==> src/rtl/ild_pkg.sv <==
package ild_pkg;

    localparam int BYTE_W  = 8;
    localparam int MAX_LEN = 6;
    localparam int LEN_W   = $clog2(MAX_LEN + 1);
    localparam int TAIL_W  = $clog2(MAX_LEN);

    typedef enum logic [1:0] {
        ST_OPC   = 2'd0,
        ST_MODRM = 2'd1,
        ST_TAIL  = 2'd2
    } seq_state_e;

    // Per-opcode class: tail is the byte count after the opcode for plain
    // forms, or the immediate byte count after ModR/M and displacement.
    typedef struct packed {
        logic              legal;
        logic              has_modrm;
        logic [TAIL_W-1:0] tail;
    } op_class_t;

    function automatic op_class_t classify_op(input logic [BYTE_W-1:0] op);
        op_class_t c;
        c = '{legal: 1'b1, has_modrm: 1'b0, tail: '0};
        casez (op)
            8'b00?0_00??, 8'b0001_00??, 8'b0011_10??,
            8'hF6, 8'hF7, 8'hFE, 8'hFF:  c.has_modrm = 1'b1;
            8'h80, 8'h83:                begin c.has_modrm = 1'b1; c.tail = TAIL_W'(1); end
            8'h81:                       begin c.has_modrm = 1'b1; c.tail = TAIL_W'(2); end
            8'h26, 8'h3E, 8'b0100_????, 8'hA6, 8'hA7, 8'hAE, 8'hAF,
            8'hF0, 8'hF4, 8'hF5, 8'b1111_10??, 8'hFC, 8'hFD: c.tail = '0;
            8'h04, 8'h14, 8'h24, 8'h3C, 8'b0111_????,
            8'b1110_0???, 8'hEB, 8'hCD:  c.tail = TAIL_W'(1);
            8'h05, 8'h15, 8'h25, 8'h3D,
            8'hE8, 8'hE9:                c.tail = TAIL_W'(2);
            8'h9A, 8'hEA:                c.tail = TAIL_W'(4);
            default:                     c.legal = 1'b0;
        endcase
        return c;
    endfunction

    function automatic logic [1:0] disp_count(input logic [BYTE_W-1:0] mr);
        logic [1:0] mode;
        logic [2:0] rm;
        mode = mr[7:6];
        rm   = mr[2:0];
        case (mode)
            2'b01:   return 2'd1;
            2'b10:   return 2'd2;
            2'b00:   return (rm == 3'b110) ? 2'd2 : 2'd0;
            default: return 2'd0;
        endcase
    endfunction

endpackage

==> src/rtl/ild_opclass.sv <==
module ild_opclass
    import ild_pkg::*;
(
    input  logic [BYTE_W-1:0] op_byte,
    output op_class_t         op_cls
);
    always_comb op_cls = classify_op(op_byte);
endmodule

==> src/rtl/ild_dispcalc.sv <==
module ild_dispcalc
    import ild_pkg::*;
(
    input  logic [BYTE_W-1:0] mr_byte,
    output logic [1:0]        disp_bytes
);
    always_comb disp_bytes = disp_count(mr_byte);
endmodule

==> src/rtl/ild_seq.sv <==
module ild_seq
    import ild_pkg::*;
(
    input  logic              clk,
    input  logic              rst,
    input  logic              in_valid,
    input  logic [BYTE_W-1:0] in_byte,
    input  op_class_t         op_cls,
    input  logic [1:0]        disp_bytes,
    output logic              done,
    output logic [LEN_W-1:0]  len,
    output logic [BYTE_W-1:0] opcode,
    output logic [BYTE_W-1:0] modrm,
    output logic              illegal
);
    seq_state_e        st_q, st_n;
    logic [LEN_W-1:0]  cnt_q, cnt_n;
    logic [TAIL_W-1:0] rem_q, rem_n;
    logic [TAIL_W-1:0] imm_q, imm_n;
    logic [BYTE_W-1:0] opc_q, opc_n;
    logic [BYTE_W-1:0] mr_q, mr_n;
    logic [TAIL_W-1:0] after_mr;

    assign after_mr = TAIL_W'(disp_bytes) + imm_q;

    always_comb begin
        st_n    = st_q;
        cnt_n   = cnt_q;
        rem_n   = rem_q;
        imm_n   = imm_q;
        opc_n   = opc_q;
        mr_n    = mr_q;
        done    = 1'b0;
        illegal = 1'b0;
        len     = cnt_q + LEN_W'(1);
        opcode  = opc_q;
        modrm   = mr_q;
        case (st_q)
            ST_OPC: begin
                opcode = in_byte;
                modrm  = '0;
                len    = LEN_W'(1);
                if (in_valid) begin
                    if (!op_cls.legal) begin
                        done    = 1'b1;
                        illegal = 1'b1;
                    end else if (op_cls.has_modrm) begin
                        st_n  = ST_MODRM;
                        imm_n = op_cls.tail;
                        opc_n = in_byte;
                        cnt_n = LEN_W'(1);
                    end else if (op_cls.tail == '0) begin
                        done = 1'b1;
                    end else begin
                        st_n  = ST_TAIL;
                        rem_n = op_cls.tail;
                        opc_n = in_byte;
                        mr_n  = '0;
                        cnt_n = LEN_W'(1);
                    end
                end
            end
            ST_MODRM: begin
                modrm = in_byte;
                len   = LEN_W'(2);
                if (in_valid) begin
                    mr_n = in_byte;
                    if (after_mr == '0) begin
                        done = 1'b1;
                        st_n = ST_OPC;
                    end else begin
                        st_n  = ST_TAIL;
                        rem_n = after_mr;
                        cnt_n = LEN_W'(2);
                    end
                end
            end
            ST_TAIL: begin
                if (in_valid) begin
                    cnt_n = cnt_q + LEN_W'(1);
                    rem_n = rem_q - TAIL_W'(1);
                    if (rem_q == TAIL_W'(1)) begin
                        done = 1'b1;
                        st_n = ST_OPC;
                    end
                end
            end
            default: st_n = ST_OPC;
        endcase
    end

    always_ff @(posedge clk) begin
        if (rst) begin
            st_q  <= ST_OPC;
            cnt_q <= '0;
            rem_q <= '0;
            imm_q <= '0;
            opc_q <= '0;
            mr_q  <= '0;
        end else begin
            st_q  <= st_n;
            cnt_q <= cnt_n;
            rem_q <= rem_n;
            imm_q <= imm_n;
            opc_q <= opc_n;
            mr_q  <= mr_n;
        end
    end
endmodule

==> src/rtl/ild_top.sv <==
module ild_top
    import ild_pkg::*;
(
    input  logic              clk,
    input  logic              rst,
    input  logic              in_valid,
    input  logic [7:0]        in_byte,
    output logic              in_ready,
    output logic              done,
    output logic [2:0]        len,
    output logic [7:0]        opcode,
    output logic [7:0]        modrm,
    output logic              illegal
);
    op_class_t  cls;
    logic [1:0] dsp;
    logic       acc_valid;

    assign in_ready  = ~rst;
    assign acc_valid = in_valid & ~rst;

    ild_opclass u_cls (
        .op_byte (in_byte),
        .op_cls  (cls)
    );

    ild_dispcalc u_dsp (
        .mr_byte    (in_byte),
        .disp_bytes (dsp)
    );

    ild_seq u_seq (
        .clk        (clk),
        .rst        (rst),
        .in_valid   (acc_valid),
        .in_byte    (in_byte),
        .op_cls     (cls),
        .disp_bytes (dsp),
        .done       (done),
        .len        (len),
        .opcode     (opcode),
        .modrm      (modrm),
        .illegal    (illegal)
    );
endmodule

==> config.mk <==
export PLATFORM = sky130hd
export DESIGN_NAME = ild_top
export DESIGN_NICKNAME = d
export VERILOG_FILES = /design/src/rtl/ild_pkg.sv /design/src/rtl/ild_opclass.sv /design/src/rtl/ild_dispcalc.sv /design/src/rtl/ild_seq.sv /design/src/rtl/ild_top.sv
export SDC_FILE = /design/constraint.sdc
export NUM_CORES = 1
export LEC_CHECK = 0
export BUFFER_PORTS_ARGS = -buffer_cell sky130_fd_sc_hd__buf_2
export CAP_MARGIN = 10
export CORE_MARGIN = 1.5
export CORE_UTILIZATION = 35
export CTS_CLUSTER_DIAMETER = 150
export DETAILED_ROUTE_END_ITERATION = 12
export SYNTH_ARGS = -nofsm -noshare
export SYNTH_HDL_FRONTEND = slang
export SYNTH_HIERARCHICAL = 1
export SYNTH_SLANG_ARGS = --single-unit
export TNS_END_PERCENT = 100
==> constraint.sdc <==
create_clock -name clk -period 3.4 [get_ports clk]
set_input_delay 0.17 -clock clk [delete_from_list [all_inputs] [get_ports clk]]
set_output_delay 0.17 -clock clk [all_outputs]
set_load 0.03 [all_outputs]
Word level (Yosys, flattened, before mapping)
Index checks and enable logic that the tools add are counted.
W data, S select, Z words.
- word-level logic and storage cells: 136
- input port bits: 11
- bits in registers: 27
- add/sub/neg operators: 3
- eq/ne operators: 54
- reductions and logical operators: 18
- muxes and demuxes: 53
- bitwise gates (word level): 2
- operators by type and width (cell ; count):
    $eq A8 B8 Y1 const B ; 22
    $mux W8 ; 8
    $eq A8 B6 Y1 const B ; 6
    $mux W3 ; 14
    $reduce_or A39 Y1 ; 1
    $pmux W8 S2 ; 2
    $pmux W3 S3 ; 3
    $reduce_or A10 Y1 ; 2
    $mux W2 ; 9
    $eq A8 B3 Y1 const B ; 2
    $eq A8 B5 Y1 const B ; 2
    $ne A2 B2 Y1 const B ; 7
    $mux W1 ; 13
    $pmux W2 S3 ; 2
    $reduce_and A6 Y1 ; 2
    $eq A4 B3 Y1 const B ; 2
    $reduce_and A4 Y1 ; 2
    $reduce_and A8 Y1 ; 1
    $reduce_and A7 Y1 ; 1
    $reduce_or A7 Y1 ; 1
    $eq A6 B3 Y1 const B ; 1
    $eq A6 B4 Y1 const B ; 1
    $eq A6 B6 Y1 const B ; 1
    $logic_not A3 Y1 ; 2
    19 further kinds ; 23

Longest topological paths before layout
Gate-level depths: netlist of the first run.
- depth after elaboration: 9
- mapped depth: 11
- mapped depth without buffers: 9

Modules after synthesis
Netlist of the first run, hierarchy kept.
- modules (own cells, without submodules) (module ; cells each ; area an instance (um2) ; times used ; sequential area each (um2)):
    ild_seq ; 194 ; 1712.9 ; 1 ; 540.5
    ild_opclass ; 62 ; 409.1 ; 1 ; 0.0
    ild_dispcalc ; 4 ; 22.5 ; 1 ; 0.0
    ild_top ; 2 ; 10.0 ; 1 ; 0.0

Worst setup path before layout of the first run
Ideal clock, no wire load.
- path type: input port to output port
- start point: input in_byte[0]
- end point: output done
- cell stages on the path: 8
- buffers on the path: 0
- required time: 3.230 ns
- arrival: 2.179 ns
- path slack: 1.051 ns
- path through: nand3b_1 > a21oi_1 > inv_1 > fa_1 > xnor2_4 > o22ai_1 > mux2i_1 > nor3b_1
- elaborated cells on any way between the ends: 53
- RTL lines (element ; line ; RTL):
    from (decl) ; ild_top.sv:7 ; input logic [7:0] in_byte,
    $eq A3 B3 Y1 ; ild_pkg.sv:50 ; 2'b00: return (rm == 3'b110) ? 2'd2 : 2'd0;
    $mux W2 ; ild_pkg.sv:50 ;
    $pmux W2 S3 ; ild_pkg.sv:47 ; case (mode)
    net dsp[1] ; ild_top.sv:16 ; logic [1:0] dsp;
    $add A2 B3 Y3 ; ild_seq.sv:24 ; assign after_mr = TAIL_W'(disp_bytes) + imm_q;
    $logic_not A3 Y1 ; ild_seq.sv:68 ; if (after_mr == '0) begin
    $mux W1 ; ild_seq.sv:68 ;
    $mux W1 ; ild_seq.sv:66 ; if (in_valid) begin
    $pmux W1 S3 ; ild_seq.sv:38 ; case (st_q)
    to (decl) ; ild_top.sv:9 ; output logic done,
The timed path passes the listed nets, and every way through them passes these cells.

==> results of run 1 <==
[synthesized netlist by cell type, types with 3 or more instances]
master / instances
mux2_2: 9
buf_2: 4
nand2b_1: 5
dfxtp_1: 27
nor3_1: 4
nand3_1: 5
o21ai_0: 12
buf_6: 3
nor2_1: 27
inv_1: 16
or3_1: 3
ha_1: 8
nor2b_1: 4
o21a_1: 3
o41ai_1: 3
nand3b_1: 3
nand2_1: 14
a21oi_1: 19
clkbuf_1: 7
a22o_1: 8
nand4_1: 16
mux2i_1: 13
[worst max path at each step]
stage,start,end,cells after the start
2_1_floorplan,in_byte[0],done,8
3_3_place_gp,in_byte[4],u_seq/cnt_q[1],10
3_5_place_dp,in_byte[4],u_seq/cnt_q[1],10
4_1_cts,in_byte[4],done,10
5_1_grt,u_seq/st_q[1],done,7
6_report,in_byte[4],done,10
[report_power, final]
part           total [W]  internal, W  switching (W)  leakage [nW]
combinational   0.000298    0.0000999       0.000198         0.671
clock           0.000187    0.0000822       0.000105        0.0255
sequential      0.000325     0.000321     0.00000468         0.218
[state kept, by name (all words and copies together), names as in the netlist]
signal,flops
u_seq/imm_q,3
u_seq/cnt_q,3
u_seq/mr_q,8
u_seq/st_q,2
u_seq/opc_q,8
u_seq/rem_q,3
[final cells by class]
class / count / area, um^2
multi-input combinational: 201 / 1451
clock inverter: 1 / 5.005
inverter: 16 / 60.06
tap: 75 / 93.84
sequential: 27 / 540.5
timing repair buffer: 34 / 175.2
fill: 596 / 3553
clock buffer: 3 / 41.29
[worst reg2reg max path: stages, from the launching register on]
cell     delay (ns)
dfxtp_1        0.40
inv_1          0.13
ha_1           0.68
nor2_2         0.26
or3b_2         0.63
o21ai_0        0.19
a21oi_1        0.09
[cells by family (layout without fill, tap and decap cells)]
| kind of cell | after synthesis | after routing | synth area share (%) |
|---|---|---|---|
| simple gates | 99 | 99 | 26.25 |
| flops | 27 | 27 | 25.09 |
| fa+ha+maj | 9 | 9 | 5.575 |
| compound gates | 68 | 68 | 22.71 |
| mux | 22 | 22 | 10.74 |
| buf+inv | 34 | 54 | 7.550 |
| xor+xnor | 3 | 3 | 2.091 |
[per-stage QoR]
step                      instances  hold slack [ns]  total power, W  area [um^2]  util, %
after floorplan                 262           0.3170       0.0005519         2155        -
after global placement          353           0.4608       0.0006298         2321    39.20
after detailed placement        353           0.4678       0.0006267         2321    39.20
after CTS                       357           0.2643       0.0008145         2367    39.98
after global routing            357           0.3000       0.0008546         2367    39.98
final                           357           0.2728       0.0008110         2367    39.98
[per-layer routing]
| layer | share of wire (%) | GRT usage, % | vias to the layer above | routed length, um |
|---|---|---|---|---|
| li1 | - | - | 1005 | - |
| met1 | 47 | 22.50 | 968 | 2557 |
| met2 | 47 | 28.51 | 60 | 2580 |
| met3 | 4.9 | 2.222 | 6 | 266 |
| met4 | 1.2 | 5.690 | 0 | 64 |
| met5 | 0 | 0 | - | 0 |
==> flow_metrics.py, run 1 <==
metrics = {
    "global_routing": {
        "grt_pass1_vias": 1843,
        "grt_pass1_wl_um": 8914,
        "antenna_found_initial": 0,
        "grt_overflow": 0,
        "grtUsageTotal_pct": 17.04,
        "grt_max_degree": 32,
    },
    "timing": {
        "tightest_slew_ns": 0.7919,
        "fin_ws_ns": 0.7349,
        "drv_slew": 0,
        "min_period_over_period_pct": 78.38,
        "max_freq_mhz": 375.2,
        "rsz0062_at_grt": "false",
        "min_period_ns": 2.665,
        "hold_violations": 0,
        "tns_ns": 0,
        "finalSetupViolations": 0,
        "relSlewSlack_pct": 47.21,
        "fin_skew_ns": 0.004875,
    },
    "drt": {
        "vias": 2039,
        "ant_nets": 0,
        "dr.first_iter.drc_count": 136,
        "wl_um": 5469,
        "firstDrtPassIters": 4,
        "wl_per_cell_um": 15.32,
        "drc": 0,
        "avgViaCountPerCell": 5.711,
    },
    "cells_and_area": {
        "nNetsFinal": 303,
        "drive_above_1_share_pct": 21.99,
        "syn_to_final_growth_pct": 9.872,
        "final_common_cell": "buf_2",
        "diodes": 0,
        "layout_common_cells": "buf_2 (32), nor2_1 (27), dfxtp_1 (27)",
    },
    "place": {
        "dp_slack_ns": 0.6966,
        "gp_congestion": 0.8511,
        "port_buffers": 32,
        "place_hpwl_um": 3718,
    },
    "synth": {
        "synth_area_um2": 2155,
        "avgSynthCellArea_um2": 8.224,
        "synthesis.nets": 282,
        "synth_seq_cells": 27,
        "ys_seq_area_share_pct": 25.09,
        "synth_top_area_share_pct": 25.09,
        "ys_types": 61,
        "ys_warn_count": 6,
        "async_flop_share_pct": 0,
        "netlist_top_cells_area": "dfxtp_1 (25%), mux2i_1 (6.0%), mux2_2 (4.7%), nor2_1 (4.7%), ha_1 (4.6%)",
        "synth_top_area_cell": "dfxtp_1",
        "synth_ff_type": "dfxtp_1",
        "synth_edf_count": 0,
        "syn-instance-count": 262,
    },
    "critical_path": {
        "required_ns": 3.23,
        "r2r_end": "u_seq/mr_q[4]",
        "max_stage_delay_ns": 0.59,
        "cp_num_buf_inv": 2,
        "end_kind": "output pin",
        "worstPathArrival_ns": 2.50,
        "crit_type": "in2out",
        "setup.worst_path.start_class": "primary input",
        "critical_path.cell_chain": "buf_2 > nand2_1 > xnor2_1 > o41ai_2 > a2bb2oi_1 > nand2_1 > o41ai_2 > mux2i_1 > nor3b_1 > buf_2",
        "path_max_fanout": 16,
        "cpLargestDelayFamily": "compound AO/OA/AOI/OAI gates",
        "cp_slowest_cell": "o41ai_2",
        "worstRegToRegCells": 6,
        "reg2reg_from": "u_seq/st_q[1]",
        "r2r_setup_slack_ns": 0.89,
    },
    "pwr": {
        "p_per_area_nw_per_um2": 342.6,
        "ir_drop_mv": 0.2417,
        "p_leak_nw": 0.9140,
    },
    "die": {
        "initial_core_util_pct": 36.39,
        "die-area_um2": 6636,
        "core.rowCount": 28,
        "die_y_um": 81.46,
        "core-area_um2": 5921,
        "fp.dieW_um": 81.46,
        "pin_count": 33,
    },
    "worst_hold_path": {
        "min_path_type": "in2reg",
        "whs_path_depth": 3,
        "hold_end": "u_seq/mr_q[0]",
        "min-delay-start": "in_byte[0]",
    },
    "cts": {
        "clk_pin_slew_ns": 0.10,
        "htreeDepth": 1,
        "clock_sinks": 27,
        "cts_setup_buffers": 0,
        "cts_tree": "yes",
        "cts_hold_repair.buffers": 0,
        "clock_path_buffers": 2,
        "numCtsBuffers": 3,
        "clk_latency_ns": 0.27,
        "cts_resized": 0,
        "root_buffer": "clkbuf_8",
    },
    "outcome": {
        "outcome": "completed",
    },
    "flow_run": {
        "cap_violations": 0,
    },
}
Power figures use the tool's default switching activity.
==> run 2: changes to the inputs <==
clock period = 2.8 ns   (was 3.4 ns; I/O delays follow)
==> run 2 against run 1 <==
Against the previous run:
- combinational power is 25% higher
- design area is 1.7% higher
- core utilization up 0.68 points
- clock-buffer cell count did not move
- sequential cell count did not move
- non-clock buffer count rose by 5
- worst hold slack worse by 0.058 ns
- sequential power up 22%
- critical path type unchanged
- critical endpoint unchanged
- largest cell class unchanged
==> flow_metrics.py, run 2 (synthesized netlist as in run 1, its figures left out) <==
metrics = {
    "drt": {
        "firstDrtPassIters": 4,
        "wl_um": 5737,
        "avgViaCountPerCell": 5.699,
        "dr.first_iter.drc_count": 158,
        "drc": 0,
        "vias": 2063,
        "ant_nets": 0,
        "wl_per_cell_um": 15.85,
    },
    "cts": {
        "clock_sinks": 27,
        "clk_latency_ns": 0.29,
        "cts_resized": 0,
        "clk_pin_slew_ns": 0.11,
        "clock_path_buffers": 2,
        "cts_setup_buffers": 0,
        "numCtsBuffers": 3,
        "htreeDepth": 1,
        "root_buffer": "clkbuf_8",
        "cts_tree": "yes",
        "cts_hold_repair.buffers": 0,
    },
    "timing": {
        "tightest_slew_ns": 0.5498,
        "rsz0062_at_grt": "false",
        "hold_violations": 0,
        "min_period_ns": 2.557,
        "drv_slew": 0,
        "finalSetupViolations": 0,
        "relSlewSlack_pct": 63.18,
        "fin_skew_ns": 0.007881,
        "min_period_over_period_pct": 91.34,
        "tns_ns": 0,
        "max_freq_mhz": 391.0,
    },
    "cells_and_area": {
        "ff_latch_area_um2": 540.5,
        "drive_above_1_share_pct": 23.34,
        "top_regs": "u_seq/mr_q x8, u_seq/opc_q x8",
        "layout_common_cells": "buf_2 (32), nor2_1 (27), dfxtp_1 (27)",
        "utilization_pct": 40.66,
        "syn_to_final_growth_pct": 11.73,
        "final_common_cell": "buf_2",
        "nNetsFinal": 308,
        "multi_input_comb_area_um2": 1451,
        "fin_cells": 362,
        "diodes": 0,
        "n_fill_cell": 588,
        "stdcell_area_um2": 2407,
    },
    "critical_path": {
        "cp_slowest_cell": "o41ai_2",
        "setup.worst_path.start_class": "primary input",
        "worstPathArrival_ns": 2.42,
        "cpLargestDelayFamily": "compound AO/OA/AOI/OAI gates",
        "required_ns": 2.66,
        "path_max_fanout": 16,
        "cp_num_buf_inv": 2,
        "crit_type": "in2out",
        "end_kind": "output pin",
        "critical_path.cell_chain": "buf_2 > nand2_1 > xnor2_1 > o41ai_2 > a2bb2oi_1 > nand2_1 > o41ai_2 > mux2i_1 > nor3b_1 > buf_2",
        "max_stage_delay_ns": 0.53,
    },
    "die": {
        "die-area_um2": 6636,
        "pin_count": 33,
        "core-area_um2": 5921,
        "fp.dieW_um": 81.46,
        "initial_core_util_pct": 36.39,
        "die_y_um": 81.46,
        "core.rowCount": 28,
    },
    "pwr": {
        "p_per_area_nw_per_um2": 420.6,
        "ir_drop_mv": 0.3062,
        "p_total_w": 0.001013,
        "p_leak_nw": 0.9349,
    },
    "global_routing": {
        "grtUsageTotal_pct": 17.88,
        "grt_pass1_vias": 1943,
        "grt_max_degree": 31,
        "grt_pass1_wl_um": 9308,
        "grt_overflow": 0,
        "antenna_found_initial": 0,
    },
    "place": {
        "gp_congestion": 0.8911,
        "port_buffers": 32,
        "post_dp_cell_area_um2": 2359,
        "dp.cells": 358,
        "place_hpwl_um": 4003,
    },
    "worst_hold_path": {
        "min_path_type": "in2reg",
    },
    "outcome": {
        "outcome": "completed",
    },
    "flow_run": {
        "cap_violations": 0,
    },
}
==> run 2: changes by cell type in the layout (fill, tap and decap cells not counted), sizes merged <==
cell and change:
clkinvlp +1, clkinv -1, buf +5
==> run 2: per-layer routing <==
| layer | vias up | GRT usage [%] | wire length, um |
|---|---|---|---|
| met5 | - | 0 | 0 |
| met1 | 981 | 23.73 | 2709 |
| li1 | 1016 | - | - |
| met3 | 9 | 1.889 | 245 |
| met2 | 57 | 29.50 | 2696 |
| met4 | 0 | 7.069 | 85 |
==> run 2: path summary, 6_finish.rpt <==
check,from,to,slack [ns],cells after the start
setup / recovery,in_byte[4],done,0.24,10
hold / removal,in_byte[0],u_seq/mr_q[0],0.22,3
setup reg to reg,u_seq/st_q[1],u_seq/st_q[1],0.52,6
hold reg to reg,u_seq/mr_q[0],u_seq/mr_q[0],0.48,2
==> run 2: worst register-to-register path: stages, from the launching register on <==
cell and delay [ns]:
dfxtp_1 0.40, inv_1 0.13, ha_1 0.50, nor2_1 0.14, o21ai_0 0.45, a221o_1 0.23
mux2_2 0.33
==> run 2: final cells by class <==
type | count | area share, %
clock buffer | 3 | 1.715
clock inverter | 1 | 0.3119
inverter | 16 | 2.495
multi-input combinational | 201 | 60.29
sequential | 27 | 22.45
tap | 75 | 3.898
timing repair buffer | 39 | 8.836
==> run 2: metrics by stage <==
step	hold slack, ns	setup slack [ns]
finish	0.2151	0.2426
global route	0.2280	0.07561
CTS	0.2107	0.2667
detailed placement	0.4684	0.2382
global placement	0.4604	0.2483
floorplan	0.2870	0.5110
==> run 2: where the power goes <==
part / internal (W) / switching [W]
sequential: 0.000390 / 0.00000578
clock: 0.000102 / 0.000144
combinational: 0.000127 / 0.000245
total: 0.000618 / 0.000394
